`config.mk`:
```
export PLATFORM = sky130hd
export DESIGN_NAME = dwr_target
export DESIGN_NICKNAME = d
export VERILOG_FILES = /design/src/rtl/dwr_pkg.sv /design/src/rtl/dwr_parity_chk.sv /design/src/rtl/dwr_perr_pipe.sv /design/src/rtl/dwr_sticky.sv /design/src/rtl/dwr_target.sv
export SDC_FILE = /design/constraint.sdc
export NUM_CORES = 1
export LEC_CHECK = 0
export BUFFER_PORTS_ARGS = -buffer_cell sky130_fd_sc_hd__buf_2
export CAP_MARGIN = 30
export CORE_AREA = 10 10 104 83
export CTS_CLUSTER_SIZE = 25
export DETAILED_ROUTE_END_ITERATION = 10
export DIE_AREA = 0 0 114 93
export PLACE_DENSITY = 0.82
export SETUP_SLACK_MARGIN = 0.2
export SLEW_MARGIN = 10
export SYNTH_ARGS = -nofsm -noshare
export SYNTH_HDL_FRONTEND = slang
export SYNTH_SLANG_ARGS = --single-unit
export TNS_END_PERCENT = 20
```
`constraint.sdc`:
```
create_clock -name clk -period 4.9 [get_ports clk]
set_input_delay 0 -clock clk [delete_from_list [all_inputs] [get_ports clk]]
set_output_delay 0 -clock clk [all_outputs]
set_load 0.02 [all_outputs]
```
`src/rtl/dwr_pkg.sv`:
```
package dwr_pkg;

    typedef enum logic [1:0] {
        ST_IDLE      = 2'd0,
        ST_WAIT_DATA = 2'd1,
        ST_RESPOND   = 2'd2,
        ST_HOLD_STOP = 2'd3
    } dwr_state_t;

endpackage

```
`src/rtl/dwr_parity_chk.sv`:
```
module dwr_parity_chk #(
    parameter int W = 37
) (
    input  logic [W-1:0] bits,
    output logic         odd
);
    always_comb begin
        odd = 1'b0;
        for (int i = 0; i < W; i++) begin
            odd = odd ^ bits[i];
        end
    end
endmodule

```
`src/rtl/dwr_perr_pipe.sv`:
```
module dwr_perr_pipe (
    input  logic clk,
    input  logic rst_n,
    input  logic fire,
    output logic perr_n
);
    logic stage1;
    logic stage2;

    always_ff @(posedge clk or negedge rst_n) begin
        if (!rst_n) begin
            stage1 <= 1'b0;
            stage2 <= 1'b0;
        end else begin
            stage1 <= fire;
            stage2 <= stage1;
        end
    end

    assign perr_n = ~stage2;
endmodule

```
`src/rtl/dwr_sticky.sv`:
```
module dwr_sticky (
    input  logic clk,
    input  logic rst_n,
    input  logic set,
    input  logic clr,
    output logic flag
);
    always_ff @(posedge clk or negedge rst_n) begin
        if (!rst_n) begin
            flag <= 1'b0;
        end else if (set) begin
            flag <= 1'b1;
        end else if (clr) begin
            flag <= 1'b0;
        end
    end
endmodule

```
`src/rtl/dwr_target.sv`:
```
module dwr_target
    import dwr_pkg::*;
#(
    parameter int DW  = 32,
    parameter int BEW = DW / 8
) (
    input  logic           clk,
    input  logic           rst_n,
    input  logic           frame_n,
    input  logic           irdy_n,
    input  logic [DW-1:0]  ad,
    input  logic [BEW-1:0] cbe_n,
    input  logic           par,
    input  logic           per_en,
    input  logic           q_full,
    input  logic           stat_clr,
    output logic           devsel_n,
    output logic           trdy_n,
    output logic           stop_n,
    output logic           perr_n,
    output logic           q_wr,
    output logic [DW-1:0]  q_addr,
    output logic [BEW-1:0] q_cmd,
    output logic           q_apar,
    output logic [DW-1:0]  q_data,
    output logic [BEW-1:0] q_be,
    output logic           q_dpar,
    output logic           dpe_flag
);
    localparam int PW = DW + BEW + 1;

    dwr_state_t     state;
    dwr_state_t     nstate;
    logic [DW-1:0]  addr_q;
    logic [BEW-1:0] cmd_q;
    logic           apar_q;
    logic [DW-1:0]  data_q;
    logic [BEW-1:0] be_n_q;
    logic           dpar_q;
    logic           err_q;
    logic           burst_q;
    logic           accept_q;
    logic           par_bad;
    logic           take_addr;
    logic           take_data;
    logic           in_resp;

    dwr_parity_chk #(.W(PW)) u_par (
        .bits ({ad, cbe_n, par}),
        .odd  (par_bad)
    );

    assign take_addr = (state == ST_IDLE) && !frame_n;
    assign take_data = (state == ST_WAIT_DATA) && !irdy_n;
    assign in_resp   = (state == ST_RESPOND);

    // state register
    always_ff @(posedge clk or negedge rst_n) begin
        if (!rst_n) begin
            state <= ST_IDLE;
        end else begin
            state <= nstate;
        end
    end

    // transitions
    always_comb begin
        nstate = state;
        unique case (state)
            ST_IDLE:      if (!frame_n) nstate = ST_WAIT_DATA;
            ST_WAIT_DATA: if (!irdy_n)  nstate = ST_RESPOND;
            ST_RESPOND:   nstate = frame_n ? ST_IDLE : ST_HOLD_STOP;
            ST_HOLD_STOP: if (frame_n)  nstate = ST_IDLE;
        endcase
    end

    // request capture
    always_ff @(posedge clk or negedge rst_n) begin
        if (!rst_n) begin
            addr_q   <= '0;
            cmd_q    <= '0;
            apar_q   <= 1'b0;
            data_q   <= '0;
            be_n_q   <= '1;
            dpar_q   <= 1'b0;
            err_q    <= 1'b0;
            burst_q  <= 1'b0;
            accept_q <= 1'b0;
        end else begin
            if (take_addr) begin
                addr_q <= ad;
                cmd_q  <= cbe_n;
                apar_q <= par;
            end
            if (take_data) begin
                data_q   <= ad;
                be_n_q   <= cbe_n;
                dpar_q   <= par;
                err_q    <= par_bad;
                burst_q  <= !frame_n;
                accept_q <= par_bad && per_en;
            end
        end
    end

    // handshake outputs
    always_comb begin
        devsel_n = 1'b1;
        trdy_n   = 1'b1;
        stop_n   = 1'b1;
        q_wr     = 1'b0;
        unique case (state)
            ST_IDLE: ;
            ST_WAIT_DATA: devsel_n = 1'b0;
            ST_RESPOND: begin
                devsel_n = 1'b0;
                if (accept_q) begin
                    trdy_n = 1'b0;
                    stop_n = !burst_q;
                end else begin
                    stop_n = 1'b0;
                    q_wr   = !q_full;
                end
            end
            ST_HOLD_STOP: begin
                devsel_n = 1'b0;
                stop_n   = 1'b0;
            end
        endcase
    end

    assign q_addr = addr_q;
    assign q_cmd  = cmd_q;
    assign q_apar = apar_q;
    assign q_data = data_q;
    assign q_be   = ~be_n_q;
    assign q_dpar = dpar_q;

    dwr_perr_pipe u_perr (
        .clk    (clk),
        .rst_n  (rst_n),
        .fire   (in_resp && accept_q),
        .perr_n (perr_n)
    );

    dwr_sticky u_dpe (
        .clk   (clk),
        .rst_n (rst_n),
        .set   (in_resp && err_q),
        .clr   (stat_clr),
        .flag  (dpe_flag)
    );
endmodule

```
==> results.py, run 1 <==
metrics = {
    "power": {
        "p_leak_nw": 2.37,
        "p_per_area_nw_per_um2": 652,
        "totalPowerFinal_mw": 3.08,
        "vdd_drop_max_v": 0.000338,
    },
    "finish": {
        "area_growth_pct": 40.2,
        "final_cell_mix": "buf_2 (122), nand2_1 (110), dfrtp_1 (78), dlygate4sd3_1 (41), mux2_2 (37)",
        "drive_gt1_share_pct": 39.0,
        "postLayoutCoreUtil_pct": 71.2,
        "final_cells": 556,
        "fillers": 478,
        "diodes": 0,
        "fin_area_um2": 4730,
        "final_common_cell": "buf_2",
        "fin_nets": 511,
        "ff_latch_area_um2": 2060,
        "multiInputGateArea_um2": 1250,
    },
    "setup_path": {
        "critPathKind": "flop to flop",
        "r2r_slack_ns": 2.77,
        "r2r_cells": 3,
        "worstPathRequired_ns": 5.12,
        "end_kind": "flop",
        "startpoint": "state[0]$_DFFE_PN0P_",
        "worstPathArrival_ns": 2.35,
        "cp-start-kind": "flop",
        "reg2reg_to": "q_addr[24]$_DFFE_PN0P_",
        "crit_path_top_delay_cell": "nor3_4",
        "worstReg2RegStart": "state[0]$_DFFE_PN0P_",
        "cp_cell_sequence": "nor3_4 > buf_4 > mux2_2",
        "critPathMaxStageDelay_ns": 0.73,
        "crit_fanout": 20,
    },
    "grt": {
        "grt_pass1_wl_mm": 15.2,
        "grt_overflow_total": 0,
        "grt_max_degree": 45,
        "antenna_found_initial": 0,
        "grt_pass1_vias": 2936,
        "track_usage_pct": 17.6,
    },
    "timing": {
        "hold_ws_ns": -0.0117,
        "maxSlewViolCount": 0,
        "min_period_over_period_pct": 43.4,
        "worst_slack_ns": 2.77,
        "grt_setup_unrepaired": "false",
        "relSlewSlack_pct": 44.0,
        "tightestPinTransition_ns": 0.837,
        "timing.setup.tns_ns": 0,
        "layout_min_cycle_time_ns": 2.13,
        "finClkSkew_ns": 0.00855,
        "hold_viol": 3,
        "timing.fmax_ghz": 0.470,
        "setup_viol": 0,
    },
    "floorplanning": {
        "chipHeight_um": 93,
        "std_cell_rows": 26,
        "fp.dieArea_um2": 10600,
        "initial_core_util_pct": 50.8,
        "die_width_um": 114,
        "core_um2": 6640,
        "io-pin-count": 124,
    },
    "drt": {
        "topRoutingLayerUsed": "met4",
        "drt-met1-wl_mm": 3.91,
        "post_drt_wl_per_cell_um": 16.9,
        "wl_mm": 9.38,
        "drtIter0Drc": 86,
        "antenna_left": 0,
        "drc": 0,
        "vias_per_cell": 4.88,
        "first_pass_iters": 4,
        "wl_met3_um": 811,
        "met2WireLength_mm": 4.53,
        "vias": 2715,
    },
    "clocking": {
        "cts_sinks": 82,
        "htreeDepth": 3,
        "clockBufferDepth": 2,
        "clock_latency_ns": 0.35,
        "clkTransAtPathRegs_ns": 0.09,
        "tritoncts": "built",
        "cts_buffers": 9,
        "root_buffer": "clkbuf_8",
    },
    "placement": {
        "numPortBuffers": 123,
        "placed_cell_area_um2": 4090,
        "numPlacedInstances": 498,
        "dp_slack_ns": 2.78,
        "dpl.hpwl_mm": 6.25,
        "finalWeightedCongestion": 0.775,
    },
    "run_status": {
        "status": "complete, but fails checks",
        "violations": "negative hold slack",
    },
    "logic_synthesis": {
        "yosysWarnings": 0,
        "synth_area_per_cell_um2": 11.2,
        "yosys.area.top_type_share_pct": 57.9,
        "ys_seq_area_share_pct": 61.0,
        "synth_top_area_cell": "dfrtp_1",
        "syn_inst": 300,
        "syn_area_um2": 3370,
        "synth.ff_latch_count": 82,
        "netlist_top_cells_area": "dfrtp_1 (58%), mux2_2 (12%), nand2_1 (12%), xnor2_1 (7.3%), dfstp_2 (3.1%)",
        "postSynthNetCount": 344,
        "netlist-cell-type-count": 18,
    },
    "hold_path": {
        "min-delay-path-class": "primary input to flop",
        "worstHoldEndpoint": "be_n_q[1]$_DFFE_PN1P_",
        "hold_start": "irdy_n",
        "hold_depth": 4,
    },
    "job": {
        "cap_violations": 0,
    },
}
-- power breakdown --
group	switching, mW	internal, mW
clock	0.234	0.250
combinational	0.876	0.541
sequential	0.170	1.01
total	1.28	1.80
-- cell families after synthesis --
group | count (synthesis) | share of synthesized area (%)
and+or+nand+nor | 116 | 13.3
DFF | 82 | 61.0
AOI/OAI and AO/OA | 11 | 1.63
muxes | 37 | 12.4
buffers and inverters | 19 | 2.23
xor gates and xnor gates | 35 | 9.50
-- worst max path at each step --
| stage | end | cells past startpoint |
|---|---|---|
| floorplan | q_addr[10]$_DFFE_PN0P_ | 3 |
| global placement | q_addr[5]$_DFFE_PN0P_ | 3 |
| detailed placement | q_addr[10]$_DFFE_PN0P_ | 3 |
| CTS | q_addr[10]$_DFFE_PN0P_ | 3 |
| global route | q_addr[24]$_DFFE_PN0P_ | 3 |
| finish | q_addr[24]$_DFFE_PN0P_ | 3 |
-- routing by layer --
layer / global-route usage [%] / vias to the layer above
li1: - / 1282
met1: 20.8 / 1325
met2: 28.9 / 98
met3: 7.79 / 10
met4: 4.38 / 0
met5: 0 / -
-- state kept, by name (all words and copies together), names as in the netlist, 2 cells and up --
name    cells
q_cmd       4
q_addr     32
state       2
q_data     32
be_n_q      4
-- worst max-delay path: cells and delay by family, from the launching register on --
family                 cells  cell delay (ns)
buffers and inverters      1             0.42
AND/OR/NAND/NOR            1             0.73
multiplexers               1             0.38
flip-flops                 1             0.46
-- layout make-up --
class                           instances  share of cell area, %
Tap cell                               84                   2.22
Sequential cell                        82                   43.5
Multi-Input combinational cell        199                   26.5
Clock inverter                          4                   1.11
Timing Repair Buffer                  167                   22.9
Clock buffer                           12                   3.07
Inverter                                8                  0.635
-- what timing repair did --
item,in CTS,in global routing
buffers inserted,0,0
resized for setup,0,0
hold endpoints to repair,118,0
hold buffers,41,0
-- synth_stat cells, drive strengths merged --
library cell,instances
a21oi,1
buf,4
clkbuf,7
dfrtp,78
dfstp,4
inv,8
mux2,37
nand2,110
nor2,3
nor3,1
nor4,1
o21ai,10
or2,1
xnor2,28
xnor3,1
xor2,6
No activity file was read; power rests on OpenSTA's default activity.
==> inputs of run 2 (changes only) <==
--- a/config.mk
+++ b/config.mk
@@ -7,11 +7,11 @@
 export LEC_CHECK = 0
 export BUFFER_PORTS_ARGS = -buffer_cell sky130_fd_sc_hd__buf_2
 export CAP_MARGIN = 30
-export CORE_AREA = 10 10 104 83
+export CORE_AREA = 10 10 107 85
 export CTS_CLUSTER_SIZE = 25
 export DETAILED_ROUTE_END_ITERATION = 10
-export DIE_AREA = 0 0 114 93
-export PLACE_DENSITY = 0.82
+export DIE_AREA = 0 0 117 95
+export PLACE_DENSITY = 0.78
 export SETUP_SLACK_MARGIN = 0.2
 export SLEW_MARGIN = 10
 export SYNTH_ARGS = -nofsm -noshare
==> constraint.sdc (replaced) <==
create_clock -name clk -period 2.15 [get_ports clk]
set_input_delay 0 -clock clk [delete_from_list [all_inputs] [get_ports clk]]
set_output_delay 0 -clock clk [all_outputs]
set_load 0.02 [all_outputs]
==> results.py, run 2 (synthesis results as in run 1) <==
metrics = {
    "grt": {
        "grt_max_degree": 44,
        "grt_pass1_vias": 2930,
        "grt_overflow_total": 0,
        "grt_pass1_wl_mm": 14.6,
        "track_usage_pct": 16.7,
        "antenna_found_initial": 1,
    },
    "timing": {
        "maxSlewViolCount": 0,
        "finClkSkew_ns": 0.00576,
        "min_period_over_period_pct": 80.4,
        "hold_viol": 0,
        "layout_min_cycle_time_ns": 1.73,
        "grt_setup_unrepaired": "false",
        "timing.fmax_ghz": 0.578,
        "setup_viol": 0,
        "relSlewSlack_pct": 53.1,
        "timing.setup.tns_ns": 0,
        "tightestPinTransition_ns": 0.704,
    },
    "floorplanning": {
        "core_um2": 7090,
        "std_cell_rows": 27,
        "die_width_um": 117,
        "chipHeight_um": 95,
        "io-pin-count": 124,
        "fp.dieArea_um2": 11100,
        "initial_core_util_pct": 47.5,
    },
    "power": {
        "vdd_drop_max_v": 0.000800,
        "p_per_area_nw_per_um2": 1490,
        "p_leak_nw": 2.39,
    },
    "drt": {
        "wl_mm": 9.09,
        "vias": 2663,
        "antenna_left": 0,
        "drtIter0Drc": 104,
        "drc": 0,
        "first_pass_iters": 4,
        "post_drt_wl_per_cell_um": 16.2,
        "vias_per_cell": 4.75,
    },
    "clocking": {
        "clockBufferDepth": 2,
        "cts_buffers": 9,
        "cts_sinks": 82,
        "postCtsSetupRepairBufs": 0,
        "htreeDepth": 3,
        "tritoncts": "built",
        "root_buffer": "clkbuf_8",
        "clock_latency_ns": 0.34,
        "clkTransAtPathRegs_ns": 0.08,
    },
    "setup_path": {
        "worstPathArrival_ns": 1.93,
        "critPathMaxStageDelay_ns": 0.54,
        "cp_cell_sequence": "dlygate4sd3_1 > buf_2 > xor2_1 > xnor2_1 > xnor2_1 > xnor3_1 > xnor2_1 > o21ai_0",
        "worstReg2RegStart": "state[1]$_DFFE_PN0P_",
        "worstPathRequired_ns": 2.35,
        "critPathTopFamily": "XOR/XNOR gates",
        "cp-start-kind": "primary input",
        "critPathKind": "primary input to flop",
        "startpoint": "ad[10]",
        "crit_buf_inv": 2,
        "crit_fanout": 3,
        "crit_path_top_delay_cell": "dlygate4sd3_1",
        "cpMostUsedCell": "xnor2_1",
        "end_kind": "flop",
    },
    "finish": {
        "fin_nets": 512,
        "fin_area_um2": 4750,
        "postLayoutCoreUtil_pct": 67.0,
        "area_growth_pct": 41.0,
        "drive_gt1_share_pct": 39.3,
        "final_common_cell": "buf_2",
        "final_cell_mix": "buf_2 (122), nand2_1 (110), dfrtp_1 (78), dlygate4sd3_1 (41), mux2_2 (37)",
    },
    "placement": {
        "finalWeightedCongestion": 0.767,
        "numPortBuffers": 123,
        "placed_cell_area_um2": 4120,
        "dpl.hpwl_mm": 6.49,
    },
    "run_status": {
        "status": "complete, no violations",
    },
    "hold_path": {
        "hold_start": "irdy_n",
        "min-delay-path-class": "primary input to flop",
    },
    "job": {
        "cap_violations": 0,
    },
}
==> run 2: cell types whose count changed in the layout (fill, tap and decap cells not counted), sizes merged <==
cell      previous run  this run
clkinv               0         2
bufinv               1         2
clkbuf              12        11
buf                126       127
clkinvlp             3         1
diode                0         1
==> run 2: path summary, 6_finish.rpt <==
path | endpoint | slack (ns) | depth (start not counted)
setup / recovery | err_q$_DFFE_PN0P_ | 0.42 | 8
hold / removal | q_data[5]$_DFFE_PN0P_ | 0.03 | 4
setup reg to reg | state[1]$_DFFE_PN0P_ | 0.48 | 4
hold reg to reg | u_perr.stage2$_DFF_PN0_ | 0.36 | 0
max in group asynchronous | be_n_q[0]$_DFFE_PN1P_ | 1.33 | 3
min in group asynchronous | q_addr[1]$_DFFE_PN0P_ | 0.17 | 2
==> run 2: repair_timing <==
| item | in CTS | in global routing |
|---|---|---|
| resized for setup | 0 | 0 |
| endpoints found under the hold margin | 118 | 0 |
| hold buffers | 41 | 0 |
==> run 2: where the power goes <==
part | switching, mW | internal [mW] | leakage (nW)
sequential | 0.377 | 2.30 | 0.989
combinational | 1.97 | 1.23 | 1.30
clock | 0.529 | 0.682 | 0.109
==> run 2: routing by layer <==
layer | track usage (%) | vias to the layer above | routed length, µm
met3 | 9.25 | 13 | 1060
met5 | 0 | - | 0
met1 | 18.4 | 1268 | 3650
li1 | - | 1287 | -
met4 | 4.21 | 0 | 129
met2 | 27.6 | 95 | 4250
==> run 2: layout make-up <==
class	count	area, µm²
Antenna cell	1	2.50
Clock buffer	11	141
Sequential cell	82	2060
Timing Repair Buffer	168	1080
Multi-Input combinational cell	199	1250
Fill cell	544	2340
Inverter	8	30.0
Clock inverter	5	77.6
Tap cell	87	109
==> run 2: worst reg2reg max path: stages, from the launching register on <==
cell and delay [ns]:
dfrtp_1 0.43, inv_1 0.10, nand2_1 0.15, or2_2 0.60, o21ai_0 0.22
==> run 2: per-stage QoR <==
stage | instances | hold slack, ns | power (mW) | setup WS (ns)
after floorplan | 300 | -0.296 | 4.66 | 0.523
after CTS | 560 | 0.0204 | 7.16 | 0.398
after detailed placement | 503 | 0.0104 | 5.88 | 0.454
after global routing | 561 | 0.0227 | 7.55 | 0.256
after global placement | 503 | 0.00762 | 5.76 | 0.539
final | 561 | 0.0311 | 7.09 | 0.420
==> inputs of run 3 (changes only) <==
==> constraint.sdc (replaced) <==
create_clock -name clk -period 1.6 [get_ports clk]
set_input_delay 0 -clock clk [delete_from_list [all_inputs] [get_ports clk]]
set_output_delay 0 -clock clk [all_outputs]
set_load 0.02 [all_outputs]
==> results.py, run 3 (synthesis results as in run 1) <==
metrics = {
    "drt": {
        "antenna_left": 0,
        "drc": 0,
        "vias_per_cell": 4.87,
        "vias": 2775,
        "post_drt_wl_per_cell_um": 17.9,
        "wl_mm": 10.2,
        "first_pass_iters": 4,
        "drtIter0Drc": 116,
    },
    "floorplanning": {
        "std_cell_rows": 27,
        "fp.dieArea_um2": 11100,
        "chipHeight_um": 95,
        "io-pin-count": 124,
        "core_um2": 7090,
        "initial_core_util_pct": 47.5,
        "die_width_um": 117,
    },
    "placement": {
        "finalWeightedCongestion": 0.779,
        "dpl.hpwl_mm": 6.58,
        "numPortBuffers": 123,
        "dp_slack_ns": 0.0475,
    },
    "setup_path": {
        "critPathMaxStageDelay_ns": 0.45,
        "cp-start-kind": "flop",
        "critPathTopFamily": "flip-flops",
        "crit_buf_inv": 2,
        "cp_cell_sequence": "nor3_4 > buf_6 > clkbuf_16 > mux2_4",
        "crit_path_top_delay_cell": "dfrtp_2",
        "end_kind": "flop",
        "worstPathArrival_ns": 1.64,
        "crit_fanout": 7,
        "worstPathRequired_ns": 1.83,
        "critPathKind": "flop to flop",
    },
    "finish": {
        "final_cell_mix": "buf_2 (115), nand2_1 (108), dfrtp_1 (76), dlygate4sd3_1 (36), xnor2_1 (27)",
        "fillers": 533,
        "fin_nets": 522,
        "drive_gt1_share_pct": 42.7,
        "area_growth_pct": 50.7,
        "diodes": 0,
        "final_common_cell": "buf_2",
    },
    "timing": {
        "hold_viol": 0,
        "min_period_over_period_pct": 87.8,
        "grt_setup_unrepaired": "true",
        "maxSlewViolCount": 0,
        "relSlewSlack_pct": 73.1,
        "timing.fmax_ghz": 0.711,
        "worst_slack_ns": 0.194,
        "timing.setup.tns_ns": 0,
        "layout_min_cycle_time_ns": 1.41,
        "finClkSkew_ns": 0.0106,
        "setup_viol": 0,
        "tightestPinTransition_ns": 0.403,
    },
    "clocking": {
        "tritoncts": "built",
        "clockBufferDepth": 2,
        "clock_latency_ns": 0.35,
        "cts_sinks": 82,
        "cts_buffers": 9,
        "htreeDepth": 3,
        "root_buffer": "clkbuf_8",
        "clkTransAtPathRegs_ns": 0.08,
    },
    "grt": {
        "antenna_found_initial": 0,
        "grt_max_degree": 41,
        "track_usage_pct": 17.4,
        "grt_overflow_total": 0,
        "grt_pass1_wl_mm": 15.0,
        "grt_pass1_vias": 2924,
    },
    "power": {
        "totalPowerFinal_mw": 9.99,
        "p_leak_nw": 2.63,
        "p_per_area_nw_per_um2": 1970,
        "vdd_drop_max_v": 0.00126,
    },
    "hold_path": {
        "min-delay-path-class": "primary input to flop",
    },
    "job": {
        "cap_violations": 0,
    },
    "run_status": {
        "status": "complete, no violations",
    },
}
==> run 3: changes by cell type in the layout (fill, tap and decap cells not counted), sizes merged <==
cell          delta
buf              +7
dlymetal6s4s     +6
dlygate4sd3      -5
clkbuf           +2
bufinv           -1
clkinv           +1
diode            -1
==> run 3: path summary, 6_finish.rpt <==
kind	start	endpoint	depth (start not counted)	slack, ns
setup / recovery	state[1]$_DFFE_PN0P_	q_cmd[0]$_DFFE_PN0P_	4	0.19
hold / removal	ad[16]	q_data[16]$_DFFE_PN0P_	4	0.06
setup reg to reg	state[1]$_DFFE_PN0P_	q_cmd[0]$_DFFE_PN0P_	4	0.19
hold reg to reg	u_perr.stage1$_DFF_PN0_	u_perr.stage2$_DFF_PN0_	0	0.38
max in group asynchronous	rst_n	be_n_q[2]$_DFFE_PN1P_	3	0.86
min in group asynchronous	rst_n	q_addr[4]$_DFFE_PN0P_	2	0.12
==> run 3: layout make-up <==
class / instances / area (µm²) / area share, %
sequential: 82 / 2060 / 40.5
multi-input combinational: 199 / 1390 / 27.4
timing repair buffer: 178 / 1280 / 25.3
clock buffer: 11 / 151 / 2.98
tap: 87 / 109 / 2.14
clock inverter: 5 / 52.6 / 1.03
inverter: 8 / 30.0 / 0.591
==> run 3: metrics by stage <==
stage | instance area (µm²) | hold slack (ns) | std cells | util, %
CTS | 4800 | 0.127 | 566 | 67.7
floorplan | 3390 | -0.296 | 300 | -
global placement | 4160 | -0.0455 | 508 | 58.6
finish | 5080 | 0.0574 | 570 | 71.6
detailed placement | 4160 | -0.0409 | 508 | 58.6
global route | 5080 | 0.0834 | 570 | 71.6
==> run 3: worst min-delay path, stage by stage <==
cell and delay (ns):
dlymetal6s4s_1 0.18, buf_6 0.11, nand2_1 0.04, nand2_1 0.05
==> run 3: report_power, final <==
| part | total [mW] | switching [mW] | internal (mW) |
|---|---|---|---|
| combinational | 4.83 | 2.78 | 2.04 |
| sequential | 3.64 | 0.543 | 3.10 |
| clock | 1.53 | 0.728 | 0.798 |
==> run 3: timing repair <==
item | 4_1_cts | 5_1_grt
hold buffers | 42 | 0
endpoints found under the hold margin | 157 | 0
resized for setup | 8 | 57
cloned | 0 | 3
setup endpoints to repair | 38 | 55
pin swaps | 0 | 8
buffers inserted | 0 | 1
==> run 3: layer usage <==
| layer | part of all wire [%] | global-route usage, % |
|---|---|---|
| met1 | 43 | 21.0 |
| met2 | 47 | 27.3 |
| met3 | 9.5 | 7.60 |
| met4 | 0.64 | 5.95 |
| met5 | 0 | 0 |
